==> src/rtl/cap_pkg.sv <==
package cap_pkg;

    typedef enum logic {
        FLT_STEADY  = 1'b0,
        FLT_QUALIFY = 1'b1
    } flt_state_t;

    typedef enum logic {
        HOLD_EMPTY = 1'b0,
        HOLD_FULL  = 1'b1
    } hold_state_t;

endpackage

==> src/rtl/cap_sync.sv <==
module cap_sync #(
    parameter int STAGES = 2
) (
    input  logic clk,
    input  logic rst_n,
    input  logic d_async,
    output logic q_sync
);
    logic [STAGES-1:0] chain_q;

    generate
        if (STAGES == 1) begin : g_single
            always_ff @(posedge clk or negedge rst_n) begin
                if (!rst_n) chain_q <= '0;
                else        chain_q <= d_async;
            end
        end else begin : g_multi
            always_ff @(posedge clk or negedge rst_n) begin
                if (!rst_n) chain_q <= '0;
                else        chain_q <= {chain_q[STAGES-2:0], d_async};
            end
        end
    endgenerate

    assign q_sync = chain_q[STAGES-1];
endmodule

==> src/rtl/cap_filter.sv <==
module cap_filter
    import cap_pkg::*;
#(
    parameter int LEN = 4
) (
    input  logic clk,
    input  logic rst_n,
    input  logic d_in,
    output logic lvl_o
);
    localparam int CW = (LEN > 1) ? $clog2(LEN) : 1;
    localparam logic [CW-1:0] LAST = CW'(LEN - 1);

    flt_state_t     state_q, state_d;
    logic [CW-1:0]  run_q, run_d;
    logic           lvl_q, lvl_d;

    always_ff @(posedge clk or negedge rst_n) begin
        if (!rst_n) begin
            state_q <= FLT_STEADY;
            run_q   <= '0;
            lvl_q   <= 1'b0;
        end else begin
            state_q <= state_d;
            run_q   <= run_d;
            lvl_q   <= lvl_d;
        end
    end

    always_comb begin
        state_d = state_q;
        run_d   = run_q;
        lvl_d   = lvl_q;
        unique case (state_q)
            FLT_STEADY: begin
                if (d_in != lvl_q) begin
                    if (LAST == '0) begin
                        lvl_d = d_in;
                    end else begin
                        state_d = FLT_QUALIFY;
                        run_d   = CW'(1);
                    end
                end
            end
            FLT_QUALIFY: begin
                if (d_in == lvl_q) begin
                    state_d = FLT_STEADY;
                    run_d   = '0;
                end else if (run_q == LAST) begin
                    state_d = FLT_STEADY;
                    run_d   = '0;
                    lvl_d   = d_in;
                end else begin
                    run_d = run_q + CW'(1);
                end
            end
            default: begin
                state_d = FLT_STEADY;
                run_d   = '0;
            end
        endcase
    end

    assign lvl_o = lvl_q;

    // the accepted level only moves after a full run of differing samples
    assert_filter_hold_R4: assert property (@(posedge clk) disable iff (!rst_n)
        !(state_q == FLT_QUALIFY && run_q == LAST && d_in != lvl_q) |=> $stable(lvl_q));
endmodule

==> src/rtl/cap_edge.sv <==
module cap_edge (
    input  logic clk,
    input  logic rst_n,
    input  logic lvl_raw,
    input  logic lvl_flt,
    input  logic filt_en,
    input  logic rise_sel,
    output logic cap_evt
);
    logic lvl_sel;
    logic prev_q;

    assign lvl_sel = filt_en ? lvl_flt : lvl_raw;

    always_ff @(posedge clk or negedge rst_n) begin
        if (!rst_n) prev_q <= 1'b0;
        else        prev_q <= lvl_sel;
    end

    assign cap_evt = (lvl_sel != prev_q) && (lvl_sel == rise_sel);

    // only one direction qualifies, so events never come back to back
    assert_single_cycle_event_R3: assert property (@(posedge clk) disable iff (!rst_n)
        cap_evt |=> !cap_evt);
endmodule

==> src/rtl/cap_hold.sv <==
module cap_hold
    import cap_pkg::*;
#(
    parameter int CNT_W = 16
) (
    input  logic             clk,
    input  logic             rst_n,
    input  logic             cap_evt,
    input  logic [CNT_W-1:0] count_in,
    input  logic             top_mode,
    input  logic             sw_wr,
    input  logic [CNT_W-1:0] sw_wdata,
    input  logic             flag_clr,
    input  logic             irq_en,
    output logic [CNT_W-1:0] cap_value,
    output logic             cap_flag,
    output logic             cap_irq
);
    hold_state_t      state_q, state_d;
    logic [CNT_W-1:0] value_q;
    logic             take;

    assign take = cap_evt && !top_mode;

    always_ff @(posedge clk or negedge rst_n) begin
        if (!rst_n) state_q <= HOLD_EMPTY;
        else        state_q <= state_d;
    end

    always_comb begin
        state_d = state_q;
        unique case (state_q)
            HOLD_EMPTY: if (take) state_d = HOLD_FULL;
            HOLD_FULL:  if (!take && flag_clr) state_d = HOLD_EMPTY;
            default:    state_d = HOLD_EMPTY;
        endcase
    end

    always_ff @(posedge clk or negedge rst_n) begin
        if (!rst_n)                  value_q <= '0;
        else if (top_mode && sw_wr)  value_q <= sw_wdata;
        else if (take)               value_q <= count_in;
    end

    always_comb begin
        cap_value = value_q;
        cap_flag  = (state_q == HOLD_FULL);
        cap_irq   = cap_flag && irq_en;
    end

    // a capture loads the counter value of its own cycle
    assert_capture_load_R2: assert property (@(posedge clk) disable iff (!rst_n)
        take |=> (value_q == $past(count_in)));
    // flag is sticky without a clear
    assert_flag_sticky_R5: assert property (@(posedge clk) disable iff (!rst_n)
        (state_q == HOLD_FULL && !flag_clr) |=> (state_q == HOLD_FULL));
    // capture wins over clear
    assert_set_wins_R5: assert property (@(posedge clk) disable iff (!rst_n)
        (cap_evt && !top_mode && flag_clr) |=> (state_q == HOLD_FULL));
    // in TOP mode only software writes move the register
    assert_top_blocks_capture_R7: assert property (@(posedge clk) disable iff (!rst_n)
        (top_mode && !sw_wr) |=> $stable(value_q));
endmodule

==> src/rtl/cap_unit.sv <==
module cap_unit #(
    parameter int CNT_W       = 16,
    parameter int SYNC_STAGES = 2,
    parameter int FILT_LEN    = 4
) (
    input  logic             clk,
    input  logic             rst_n,
    input  logic             pin_async,
    input  logic [CNT_W-1:0] count_in,
    input  logic             rise_sel,
    input  logic             filt_en,
    input  logic             top_mode,
    input  logic             irq_en,
    input  logic             sw_wr,
    input  logic [CNT_W-1:0] sw_wdata,
    input  logic             flag_clr,
    output logic [CNT_W-1:0] cap_value,
    output logic             cap_flag,
    output logic             cap_irq
);
    logic pin_s;
    logic pin_f;
    logic evt;

    cap_sync #(.STAGES(SYNC_STAGES)) u_sync (
        .clk     (clk),
        .rst_n   (rst_n),
        .d_async (pin_async),
        .q_sync  (pin_s)
    );

    cap_filter #(.LEN(FILT_LEN)) u_filter (
        .clk   (clk),
        .rst_n (rst_n),
        .d_in  (pin_s),
        .lvl_o (pin_f)
    );

    cap_edge u_edge (
        .clk      (clk),
        .rst_n    (rst_n),
        .lvl_raw  (pin_s),
        .lvl_flt  (pin_f),
        .filt_en  (filt_en),
        .rise_sel (rise_sel),
        .cap_evt  (evt)
    );

    cap_hold #(.CNT_W(CNT_W)) u_hold (
        .clk       (clk),
        .rst_n     (rst_n),
        .cap_evt   (evt),
        .count_in  (count_in),
        .top_mode  (top_mode),
        .sw_wr     (sw_wr),
        .sw_wdata  (sw_wdata),
        .flag_clr  (flag_clr),
        .irq_en    (irq_en),
        .cap_value (cap_value),
        .cap_flag  (cap_flag),
        .cap_irq   (cap_irq)
    );

    // interrupt request never rises without an enable
    assert_irq_gated_R6: assert property (@(posedge clk) disable iff (!rst_n)
        !irq_en |-> !cap_irq);
endmodule

==> config.mk <==
export PLATFORM = sky130hd
export DESIGN_NAME = cap_unit
export DESIGN_NICKNAME = d
export VERILOG_FILES = /design/src/rtl/cap_pkg.sv /design/src/rtl/cap_sync.sv /design/src/rtl/cap_filter.sv /design/src/rtl/cap_edge.sv /design/src/rtl/cap_hold.sv /design/src/rtl/cap_unit.sv
export SDC_FILE = /design/constraint.sdc
export NUM_CORES = 1
export LEC_CHECK = 0
export ABC_AREA = 0
export BUFFER_PORTS_ARGS = -buffer_cell sky130_fd_sc_hd__buf_4
export CAP_MARGIN = 10
export CORE_AREA = 2 2 59 61
export CTS_CLUSTER_DIAMETER = 100
export DETAILED_ROUTE_END_ITERATION = 8
export DIE_AREA = 0 0 61 63
export GPL_ROUTABILITY_DRIVEN = 0
export PLACE_DENSITY = 0.81
export SLEW_MARGIN = 0
export SYNTH_ARGS = -nofsm -noshare
export SYNTH_HDL_FRONTEND = slang
export SYNTH_SLANG_ARGS = --single-unit
export TNS_END_PERCENT = 30
==> constraint.sdc <==
create_clock -name clk -period 1.65 [get_ports clk]
set_input_delay 0.33 -clock clk [delete_from_list [all_inputs] [get_ports clk]]
set_output_delay 0.33 -clock clk [all_outputs]
set_load 0.02 [all_outputs]
# ---- After elaboration in Yosys (flattened, before gate mapping)
# Cells that the tools add are included.
dict set report totals {
  wordCells 40
  inputBits 41
  out_inout_bits 18
  reg_bits 24
}
dict set report classes {
  mux 14
  bitwise_logic 3
  reduce_logical 9
  n_addsub 1
  n_eq_ne 6
}
# operator count
set ops {}
lappend ops {{2-to-1 mux 16 bit} 2}
lappend ops {{2-to-1 mux 1 bit} 6}
lappend ops {{2-to-1 mux 2 bit} 3}
lappend ops {{logical AND 1 bit} 5}
lappend ops {{one-hot mux 1 bit (2 select lines)} 2}
lappend ops {{one-hot mux 2 bit (2 select lines)} 1}
lappend ops {{inverter 1 bit} 3}
lappend ops {{AND reduction 3 bit} 1}
lappend ops {{adder 2 x 1 -> 2 bit (second input constant)} 1}
lappend ops {{== test 1 bit} 2}
lappend ops {{== test 2 bit (second input constant)} 1}
lappend ops {{logical NOT 1 bit} 2}
lappend ops {{inequality test 1 bit} 2}
lappend ops {{inequality test 2 x 1 -> 1 bit (second input constant)} 1}
lappend ops {{nonzero test 2 bit} 1}

# ---- Depth between registers and ports, before layout
# Gate-level depths: netlist of the first run.
dict set report logic_depth {
  depth_word 8
  depth_mapped 6
  ltp_nobuf 4
}

# ---- Modules after synthesis
# Synthesis of the first run repeated with hierarchy kept, for this count alone.
dict set report unflattened {
  hier_cells 96
  hier_area_um2 1298.7
}
# module instances area_per_inst_um2 seq_area_each_um2 cells_each
set by_module_without_submodules {}
lappend by_module_without_submodules {cap_hold 1 1003.5 425.4 75}
lappend by_module_without_submodules {cap_filter 1 182.7 100.1 14}
lappend by_module_without_submodules {cap_edge 1 62.6 25.0 5}
lappend by_module_without_submodules {cap_sync 1 50.0 50.0 2}

# ---- Worst setup path after synthesis of the first run
# No wires, ideal clock.
dict set report synth_path {
  path_type {reg2reg}
  from {reg u_sync.chain_q[1]}
  to {reg u_hold.value_q[0], in the netlist u_hold.cap_value[0]}
  synth_period_minus_slack_ps 1446
  path_buffers 1
  slack_ps 204
  path_stages_with_launch 6
  arrival_time_ps 1314
  t_required_ps 1518
  setup_ps 132
  cell_sequence {dfrtp_1 mux2_4 or2_0 clkbuf_2 a221oi_1 a21oi_1}
}
dict set report synth_between {
  elab_chain_len 5
  elab_cells_between_ends 6
  classes_between {eq/ne: 2; mux: 1; reduce/logical: 3}
}
# item line_no
set synth_lines {}
lappend synth_lines {{start, declared} cap_sync.sv:9} ;# logic [STAGES-1:0] chain_q;
lappend synth_lines {{start signal, assigned} cap_sync.sv:20} ;# else chain_q <= {chain_q[STAGES-2:0], d_async};
lappend synth_lines {{2-to-1 mux 1 bit (*)} cap_edge.sv:13} ;# assign lvl_sel = filt_en ? lvl_flt : lvl_raw;
lappend synth_lines {{via u_edge.lvl_sel} cap_edge.sv:10} ;# logic lvl_sel;
lappend synth_lines {{inequality test 1 bit or == test 1 bit (tied branches)} cap_edge.sv:20} ;# assign cap_evt = (lvl_sel != prev_q) && (lvl_sel == rise_sel);
lappend synth_lines {{logical AND 1 bit (*)} cap_edge.sv:20}
lappend synth_lines {{logical AND 1 bit (*)} cap_hold.sv:23} ;# assign take = cap_evt && !top_mode;
lappend synth_lines {{nonzero test 2 bit (no source line) (*)} n/a}
lappend synth_lines {{end signal, assigned} cap_hold.sv:41} ;# else if (top_mode && sw_wr) value_q <= sw_wdata;
lappend synth_lines {{end signal, assigned} cap_hold.sv:42} ;# else if (take) value_q <= count_in;
lappend synth_lines {{end, declared} cap_hold.sv:20} ;# logic [CNT_W-1:0] value_q;
# The timed path passes the listed nets; every way through them passes the cells marked *.
# A chain may end at the register's enable or synchronous reset.

# ---- Worst setup path in the final report of the first run
dict set report layout_path {
  from {reg u_sync.chain_q[1]}
  to {reg u_hold.value_q[8], in the netlist u_hold.cap_value[8]}
}
# Same word-level chain as after synthesis.

==> key figures, run 1 <==
Finish
  • Commonest non-fill, non-tap cell in the layout: buf_4
  • Area Overhead vs Synth: 34.5%
  • N_diodes: 0
  • Layout cells sized above 1: 31.8%
  • Fin area: 2010 µm²
  • Fin nets: 267
  • Fillers: 277
  • Commonest non-fill, non-tap cells in the layout: buf_4, nand2_1, a31oi_1

Timing
  • Setup TNS: 0 ns
  • Final hold viol count: 0
  • Achievable clock frequency: 654 MHz
  • Setup violations, final: 0
  • Worst Skew: 0.000966 ns
  • Fin crit period: 1.53 ns
  • Slew @ Worst Pin: 0.328 ns
  • Slew Viols, Final: 0
  • Rel. slew slack: 78.2%
  • RSZ-0062 raised after global routing: no
  • Fin crit share: 92.7%

Logic synthesis
  • Synth Area in Adders: 0.837%
  • Unique masters post-synth: 29
  • Post-Synthesis Cells: 169
  • Mean Syn Cell Area: 8.85 µm²
  • Simple-Gate Fraction of Synth Area: 11.6%
  • Warnings from Yosys: 0
  • Post-Synthesis Cell Area: 1500 µm²
  • Largest family of logic cells by synthesized area: compound AO/OA/AOI/OAI gates
  • Yosys reg bits: 24
  • Mux cell area share after synthesis: 12.5%
  • Post-synthesis compound-gate area fraction: 29.0%
  • Sequential-to-total area share from yosys stat: 40.2%
  • Post-synth net total: 211
  • XOR/XNOR Fraction of Synth Area: 0.586%

Setup path
  • Startpoint types: flip-flop
  • WS Path Type: reg2reg
  • Reg2reg setup slack: 0.12 ns
  • Worst path required time: 1.85 ns
  • Critical path's slowest cell: dfrtp_1
  • CP cell instances: mux2_4 > or2_0 > buf_4 > nand2_1 > a31oi_1
  • Critical Path End Type: flip-flop
  • Biggest cell delay along the critical path: 0.42 ns
  • Worst EP arrival: 1.73 ns
  • Critical Path Fanout Max: 9

Floorplan
  • FP Rows: 21
  • Die area: 3840 µm²
  • Ports: 59
  • Vert. Die Dim: 63 µm
  • Core ar.: 3230 µm²
  • Die width: 61 µm
  • Initial Utilization: 46.3%

CTS
  • Clock-pin slew on the worst setup and hold paths: 0.12 ns
  • Max Root-Sink Buffers: 2
  • Root cell of the clock tree: clkbuf_4
  • Clk sink count: 24
  • H-tree depth: 1
  • Clk_lat worst skew: 0.31 ns
  • CTS tree: built
  • Total CTS buffers: 3

Min path
  • Worst min path class: in2reg

GRT
  • First-pass GRT wire length: 6.09 mm
  • Vias in the first global route: 1,407
  • Antenna violations before repair: 0
  • Total grt overflow: 0
  • Total Routing Usage GR: 20.5%
  • Largest net degree at the start of global routing: 34

Placed design
  • PortBufs: 58
  • DP HPWL: 2.59 mm
  • Placed cell area: 1980 µm²

Power and ir drop
  • Pwr Density: 1140 nW/µm²
  • Leakage power: 0.949 nW
  • Power, Total: 2.29 mW
  • VDD IR max: 0.000733 V

Detailed routing
  • Drt drc: 0
  • Drt initial violations: 83
  • Drt first pass iters: 4
  • DRT Wirelength: 3.70 mm
  • DR WL/cell: 13.8 µm
  • Routed vias: 1,461
  • Via/cell ratio: 5.43
  • Final ANT Viol Nets: 0

Outcome
  • Outcome: finished clean

Flow run
  • Total of max-cap violations: 0
cell type report:
| cell class | instances | area (µm²) | share of cell area, % |
|---|---|---|---|
| repair buffers | 66 | 510 | 25.4 |
| clock buffers | 3 | 22.5 | 1.12 |
| multi-input cells | 129 | 816 | 40.6 |
| inverters | 1 | 3.75 | 0.187 |
| flip-flops and latches | 24 | 601 | 29.9 |
| well taps | 46 | 57.6 | 2.86 |
routing by layer:
layer,global-route usage (%),share of wire [%]
met1,27.8,44
met2,32.8,48
met3,3.11,6.8
met4,6.79,0.41
met5,0,0
cells by family (layout without fill, tap and decap cells):
kind of cell,after synthesis,after routing
compound gates,69,69
simple gates,40,40
flops,24,24
mux,18,18
buf+inv,16,70
fa+ha+maj,1,1
xor+xnor,1,1
per-stage QoR:
stage               hold WS, ns  util [%]  worst slack, ns  std cells
floorplan                0.0344         -            0.204        169
global placement          0.246      61.2           0.0693        265
detailed placement        0.251      61.2           0.0410        265
CTS                       0.102      62.2            0.117        269
global route             0.0930      62.2          0.00818        269
finish                    0.118      62.2            0.121        269
where the power goes:
part           switching [mW]  total (mW)  internal, mW
clock network           0.168       0.253        0.0853
registers               0.171       0.930         0.759
logic                   0.576        1.11         0.532
total                   0.915        2.29          1.38
sequential cells by signal, summed over array words and instances (netlist names):
register,count
u_hold.cap_flag,1
u_edge.prev_q,1
u_filter.run_q,2
u_sync.chain_q,2
u_filter.lvl_o,1
u_filter.state_q,1
u_hold.cap_value,16
synth_stat cells (all sizes together):
cell type	instances	share of area, %
o21bai	16	8.0
o21ai	18	6.0
clkbuf	9	2.4
mux2	2	1.8
and2	3	1.3
xor2	1	0.59
a31oi	26	11
a21oi	4	1.3
nor2	1	0.25
nor2b	1	0.42
inv	1	0.25
nand3b	1	0.50
buf	6	2.7
ha	1	0.84
or2	1	0.42
nor3b	1	0.50
o22ai	1	0.42
dfrtp	24	40
mux2i	16	11
o21a	1	0.50
nand2b	1	0.42
nand2	30	7.5
nand3	1	0.33
a221oi	3	1.8
critical path: cells and delay by family, from the launching register on:
kind                   cells  cell delay, ns
DFF                        1            0.42
and+or+nand+nor            2            0.39
muxes                      1            0.31
buffers and inverters      1            0.22
AOI/OAI and AO/OA          1            0.07
timing repair:
action                     in CTS  in global routing
hold buffers                    1                  0
setup buffers                   0                  0
hold endpoints to repair       24                  0
setup endpoints to repair       0                  1
resized for setup               0                  1
worst paths after layout:
kind / from / end / depth (start not counted)
max: u_sync.chain_q[1] / u_hold.cap_value[8] / 5
min: pin_async / u_sync.chain_q[0] / 1
max reg2reg: u_sync.chain_q[1] / u_hold.cap_value[8] / 5
min reg2reg: u_sync.chain_q[0] / u_sync.chain_q[1] / 0
max in group asynchronous: rst_n / u_hold.cap_value[8] / 2
min in group asynchronous: rst_n / u_sync.chain_q[1] / 2
No activity file was read; power rests on OpenSTA's default activity.
==> run 2, diff against run 1 <==
--- a/config.mk
+++ b/config.mk
@@ -6,14 +6,14 @@
 export NUM_CORES = 1
 export LEC_CHECK = 0
 export ABC_AREA = 0
-export BUFFER_PORTS_ARGS = -buffer_cell sky130_fd_sc_hd__buf_4
 export CAP_MARGIN = 10
-export CORE_AREA = 2 2 59 61
+export CORE_AREA = 2 2 58 60
 export CTS_CLUSTER_DIAMETER = 100
 export DETAILED_ROUTE_END_ITERATION = 8
-export DIE_AREA = 0 0 61 63
+export DIE_AREA = 0 0 60 62
+export DONT_BUFFER_PORTS = 1
 export GPL_ROUTABILITY_DRIVEN = 0
-export PLACE_DENSITY = 0.81
+export PLACE_DENSITY = 0.67
 export SLEW_MARGIN = 0
 export SYNTH_ARGS = -nofsm -noshare
 export SYNTH_HDL_FRONTEND = slang
==> constraint.sdc (replaced) <==
create_clock -name clk -period 1.98 [get_ports clk]
set_input_delay 0.396 -clock clk [delete_from_list [all_inputs] [get_ports clk]]
set_output_delay 0.396 -clock clk [all_outputs]
set_load 0.02 [all_outputs]
==> key figures, run 2 (synthesis results as in run 1) <==
Floorplan
  • Core ar.: 3180 µm²
  • Die width: 60 µm
  • Vert. Die Dim: 62 µm
  • Ports: 59
  • Initial Utilization: 47.0%
  • Die area: 3720 µm²
  • FP Rows: 21

Timing
  • Slew @ Worst Pin: 0.619 ns
  • Final hold viol count: 0
  • Fin crit period: 1.60 ns
  • Achievable clock frequency: 624 MHz
  • Rel. slew slack: 58.7%
  • Final hold slack: 0.0882 ns
  • Setup TNS: 0 ns
  • Slew Viols, Final: 0
  • Worst Skew: 0.00925 ns
  • Setup violations, final: 0
  • RSZ-0062 raised after global routing: no
  • Fin crit share: 80.9%

CTS
  • Clk_lat worst skew: 0.32 ns
  • Clock-pin slew on the worst setup and hold paths: 0.14 ns
  • H-tree depth: 1
  • Root cell of the clock tree: clkbuf_4
  • Total CTS buffers: 3
  • CTS tree: built
  • Max Root-Sink Buffers: 2
  • Clk sink count: 24

Finish
  • Fin nets: 207
  • Layout cells sized above 1: 6.71%
  • Commonest non-fill, non-tap cell in the layout: nand2_1
  • Area Overhead vs Synth: 5.19%
  • Commonest non-fill, non-tap cells in the layout: nand2_1, a31oi_1, dfrtp_1
  • N_diodes: 0
  • Final Core Density: 49.5%
  • Fin area: 1570 µm²
  • Flip-flop count of the largest register after layout: 16

Placed design
  • PortBufs: 0
  • DP HPWL: 2.48 mm
  • Placed cell area: 1510 µm²

Detailed routing
  • DR WL/cell: 16.6 µm
  • Drt initial violations: 58
  • Final ANT Viol Nets: 0
  • Via/cell ratio: 6.14
  • Drt first pass iters: 4
  • Routed vias: 1,289
  • Drt drc: 0
  • DRT Wirelength: 3.48 mm

Setup path
  • CP cell instances: mux2_4 > nand3b_1 > o21ai_0 > a31oi_1
  • Critical path's slowest cell: nand3b_1
  • Biggest cell delay along the critical path: 0.46 ns
  • Family with the most delay on the worst path: simple AND/OR/NAND/NOR gates
  • WS Path Type: reg2reg
  • Worst path required time: 2.24 ns
  • Critical Path Fanout Max: 16
  • Worst EP arrival: 1.86 ns
  • Critical Path End Type: flip-flop
  • Startpoint types: flip-flop
  • CP Buf/Inv Count: 0

GRT
  • Total Routing Usage GR: 18.8%
  • Antenna violations before repair: 0
  • Largest net degree at the start of global routing: 35
  • First-pass GRT wire length: 5.36 mm
  • Total grt overflow: 0
  • Vias in the first global route: 1,213

Flow run
  • Total of max-cap violations: 0

Power and ir drop
  • VDD IR max: 0.000482 V
  • Leakage power: 0.668 nW
  • Power, Total: 1.73 mW
  • Pwr Density: 1100 nW/µm²

Outcome
  • Outcome: finished clean

Min path
  • Worst min path class: in2reg
==> run 2: final cells by class <==
class                           instances  area (µm²)
Clock buffer                            4        36.3
Timing Repair Buffer                    6        60.1
Tap cell                               46        57.6
Multi-Input combinational cell        129         815
Fill cell                             306        1610
Sequential cell                        24         601
Inverter                                1        3.75
==> run 2: repair_timing <==
| item | 4_1_cts | 5_1_grt |
|---|---|---|
| endpoints found under the hold margin | 24 | 0 |
| setup buffers | 0 | 0 |
| gates resized for setup | 0 | 0 |
| hold buffers | 2 | 0 |
==> run 2: stage by stage <==
step / worst slack, ns / cells
floorplan: 0.500 / 169
global placement: 0.433 / 204
detailed placement: 0.372 / 204
CTS: 0.381 / 210
global route: 0.205 / 210
finish: 0.378 / 210
==> run 2: layer usage <==
metal	vias to the layer above	global-route usage, %	wire [µm]
li1	611	-	-
met2	64	32.0	1650
met5	-	0	0
met1	610	23.5	1460
met4	0	4.13	25
met3	4	6.00	341
==> run 2: where the power goes <==
part	leakage [nW]	internal, mW	switching (mW)
registers	0.270	0.630	0.276
clock network	0.0210	0.113	0.154
logic	0.377	0.268	0.287
total	0.668	1.01	0.718
==> run 2: worst paths after layout <==
path                                   start              endpoint  slack, ns  depth (start not counted)
max                        u_sync.chain_q[1]   u_hold.cap_value[6]       0.38                          4
min                                pin_async     u_sync.chain_q[0]       0.09                          0
max reg2reg                u_sync.chain_q[1]   u_hold.cap_value[6]       0.38                          4
min reg2reg                u_sync.chain_q[0]     u_sync.chain_q[1]       0.36                          0
max in group asynchronous              rst_n   u_hold.cap_value[1]       1.35                          2
min in group asynchronous              rst_n  u_hold.cap_value[13]       0.47                          2
==> run 3, diff against run 2 <==
==> constraint.sdc (replaced) <==
create_clock -name clk -period 1.65 [get_ports clk]
set_input_delay 0.33 -clock clk [delete_from_list [all_inputs] [get_ports clk]]
set_output_delay 0.33 -clock clk [all_outputs]
set_load 0.02 [all_outputs]
==> key figures, run 3 (synthesis results as in run 1) <==
Finish
  • Fillers: 297
  • Flip-flop count of the largest register after layout: 16
  • N_diodes: 0
  • Layout cells sized above 1: 8.98%
  • Commonest non-fill, non-tap cells in the layout: nand2_1, a31oi_1, dfrtp_1
  • Commonest non-fill, non-tap cell in the layout: nand2_1
  • Fin area: 1610 µm²
  • Final Core Density: 50.7%
  • Fin nets: 210
  • Area Overhead vs Synth: 7.78%

Setup path
  • Worst EP arrival: 1.74 ns
  • Worst path required time: 1.85 ns
  • Startpoint types: flip-flop
  • Critical Path Fanout Max: 7
  • Critical Path End Type: flip-flop
  • WS Path Type: reg2reg

Floorplan
  • Die area: 3720 µm²
  • Core ar.: 3180 µm²
  • Initial Utilization: 47.0%
  • Vert. Die Dim: 62 µm
  • FP Rows: 21
  • Die width: 60 µm
  • Ports: 59

GRT
  • First-pass GRT wire length: 5.55 mm
  • Antenna violations before repair: 0
  • Total Routing Usage GR: 19.6%
  • Vias in the first global route: 1,213
  • Total grt overflow: 0
  • Largest net degree at the start of global routing: 35

CTS
  • H-tree depth: 1
  • Clock-pin slew on the worst setup and hold paths: 0.13 ns
  • Max Root-Sink Buffers: 2
  • Root cell of the clock tree: clkbuf_4
  • Clk_lat worst skew: 0.31 ns
  • Clk sink count: 24
  • CTS tree: built
  • Setup bufs post-CTS: 0
  • Total CTS buffers: 3

Timing
  • Worst Skew: 0.00456 ns
  • Slew @ Worst Pin: 0.424 ns
  • Fin crit period: 1.54 ns
  • Slew Viols, Final: 0
  • Fin crit share: 93.3%
  • Rel. slew slack: 71.6%
  • Setup violations, final: 0
  • Setup TNS: 0 ns
  • RSZ-0062 raised after global routing: no
  • Final hold viol count: 0
  • Achievable clock frequency: 650 MHz
  • Worst setup margin: 0.110 ns
  • Final hold slack: 0.100 ns

Placed design
  • PortBufs: 0
  • DP HPWL: 2.48 mm
  • Placement Setup Slack: 0.0620 ns
  • Placed cell area: 1520 µm²

Detailed routing
  • Final ANT Viol Nets: 0
  • Drt first pass iters: 4
  • Via/cell ratio: 6.08
  • Routed vias: 1,296
  • DRT Wirelength: 3.51 mm
  • Drt initial violations: 50
  • Drt drc: 0
  • DR WL/cell: 16.5 µm

Power and ir drop
  • Pwr Density: 1280 nW/µm²
  • Leakage power: 0.687 nW
  • VDD IR max: 0.000472 V

Flow run
  • Total of max-cap violations: 0

Outcome
  • Outcome: finished clean

Min path
  • Worst min path class: in2reg
[run 3: path summary, 6_finish.rpt]
path / slack, ns / depth (start not counted) / startpoint / to
max: 0.11 / 4 / u_sync.chain_q[1] / u_hold.cap_value[1]
min: 0.10 / 1 / flag_clr / u_hold.cap_flag
max reg2reg: 0.11 / 4 / u_sync.chain_q[1] / u_hold.cap_value[1]
min reg2reg: 0.37 / 0 / u_sync.chain_q[0] / u_sync.chain_q[1]
max in group asynchronous: 0.85 / 2 / rst_n / u_edge.prev_q
min in group asynchronous: 0.37 / 1 / rst_n / u_hold.cap_value[15]
[run 3: repair_timing]
item / CTS / global route
hold buffers: 1 / 1
setup endpoints to repair: 0 / 3
hold endpoints to repair: 24 / 1
resized for setup: 0 / 3
[run 3: metrics by stage]
stage                     instances  power (mW)
after floorplan                 169        1.61
after global placement          206        1.70
after detailed placement        206        1.75
after CTS                       211        2.07
after global routing            213        2.24
final                           213        2.07
[run 3: final cells by class]
| class | count | area (µm²) | area share, % |
|---|---|---|---|
| inverters | 1 | 3.75 | 0.233 |
| repair buffers | 9 | 92.6 | 5.75 |
| clock buffers | 4 | 36.3 | 2.25 |
| multi-input cells | 129 | 821 | 50.9 |
| flip-flops and latches | 24 | 601 | 37.3 |
| well taps | 46 | 57.6 | 3.57 |
[run 3: worst max-delay path, cell delays in order, from the launching register on]
cell and delay [ns]:
dfrtp_1 0.42, mux2_4 0.31, or2_1 0.31, a221oi_1 0.28, a21oi_1 0.10
[run 3: routing by layer]
metal  track usage, %  part of all wire, %
met3             7.45                  8.8
met1             24.2                   43
met2             31.8                   47
met4             6.03                 0.54
met5                0                    0
[run 3: report_power, final]
part | switching [mW] | total [mW] | internal [mW]
sequential | 0.334 | 1.09 | 0.756
combinational | 0.342 | 0.670 | 0.328
clock | 0.176 | 0.310 | 0.135
total | 0.852 | 2.07 | 1.22
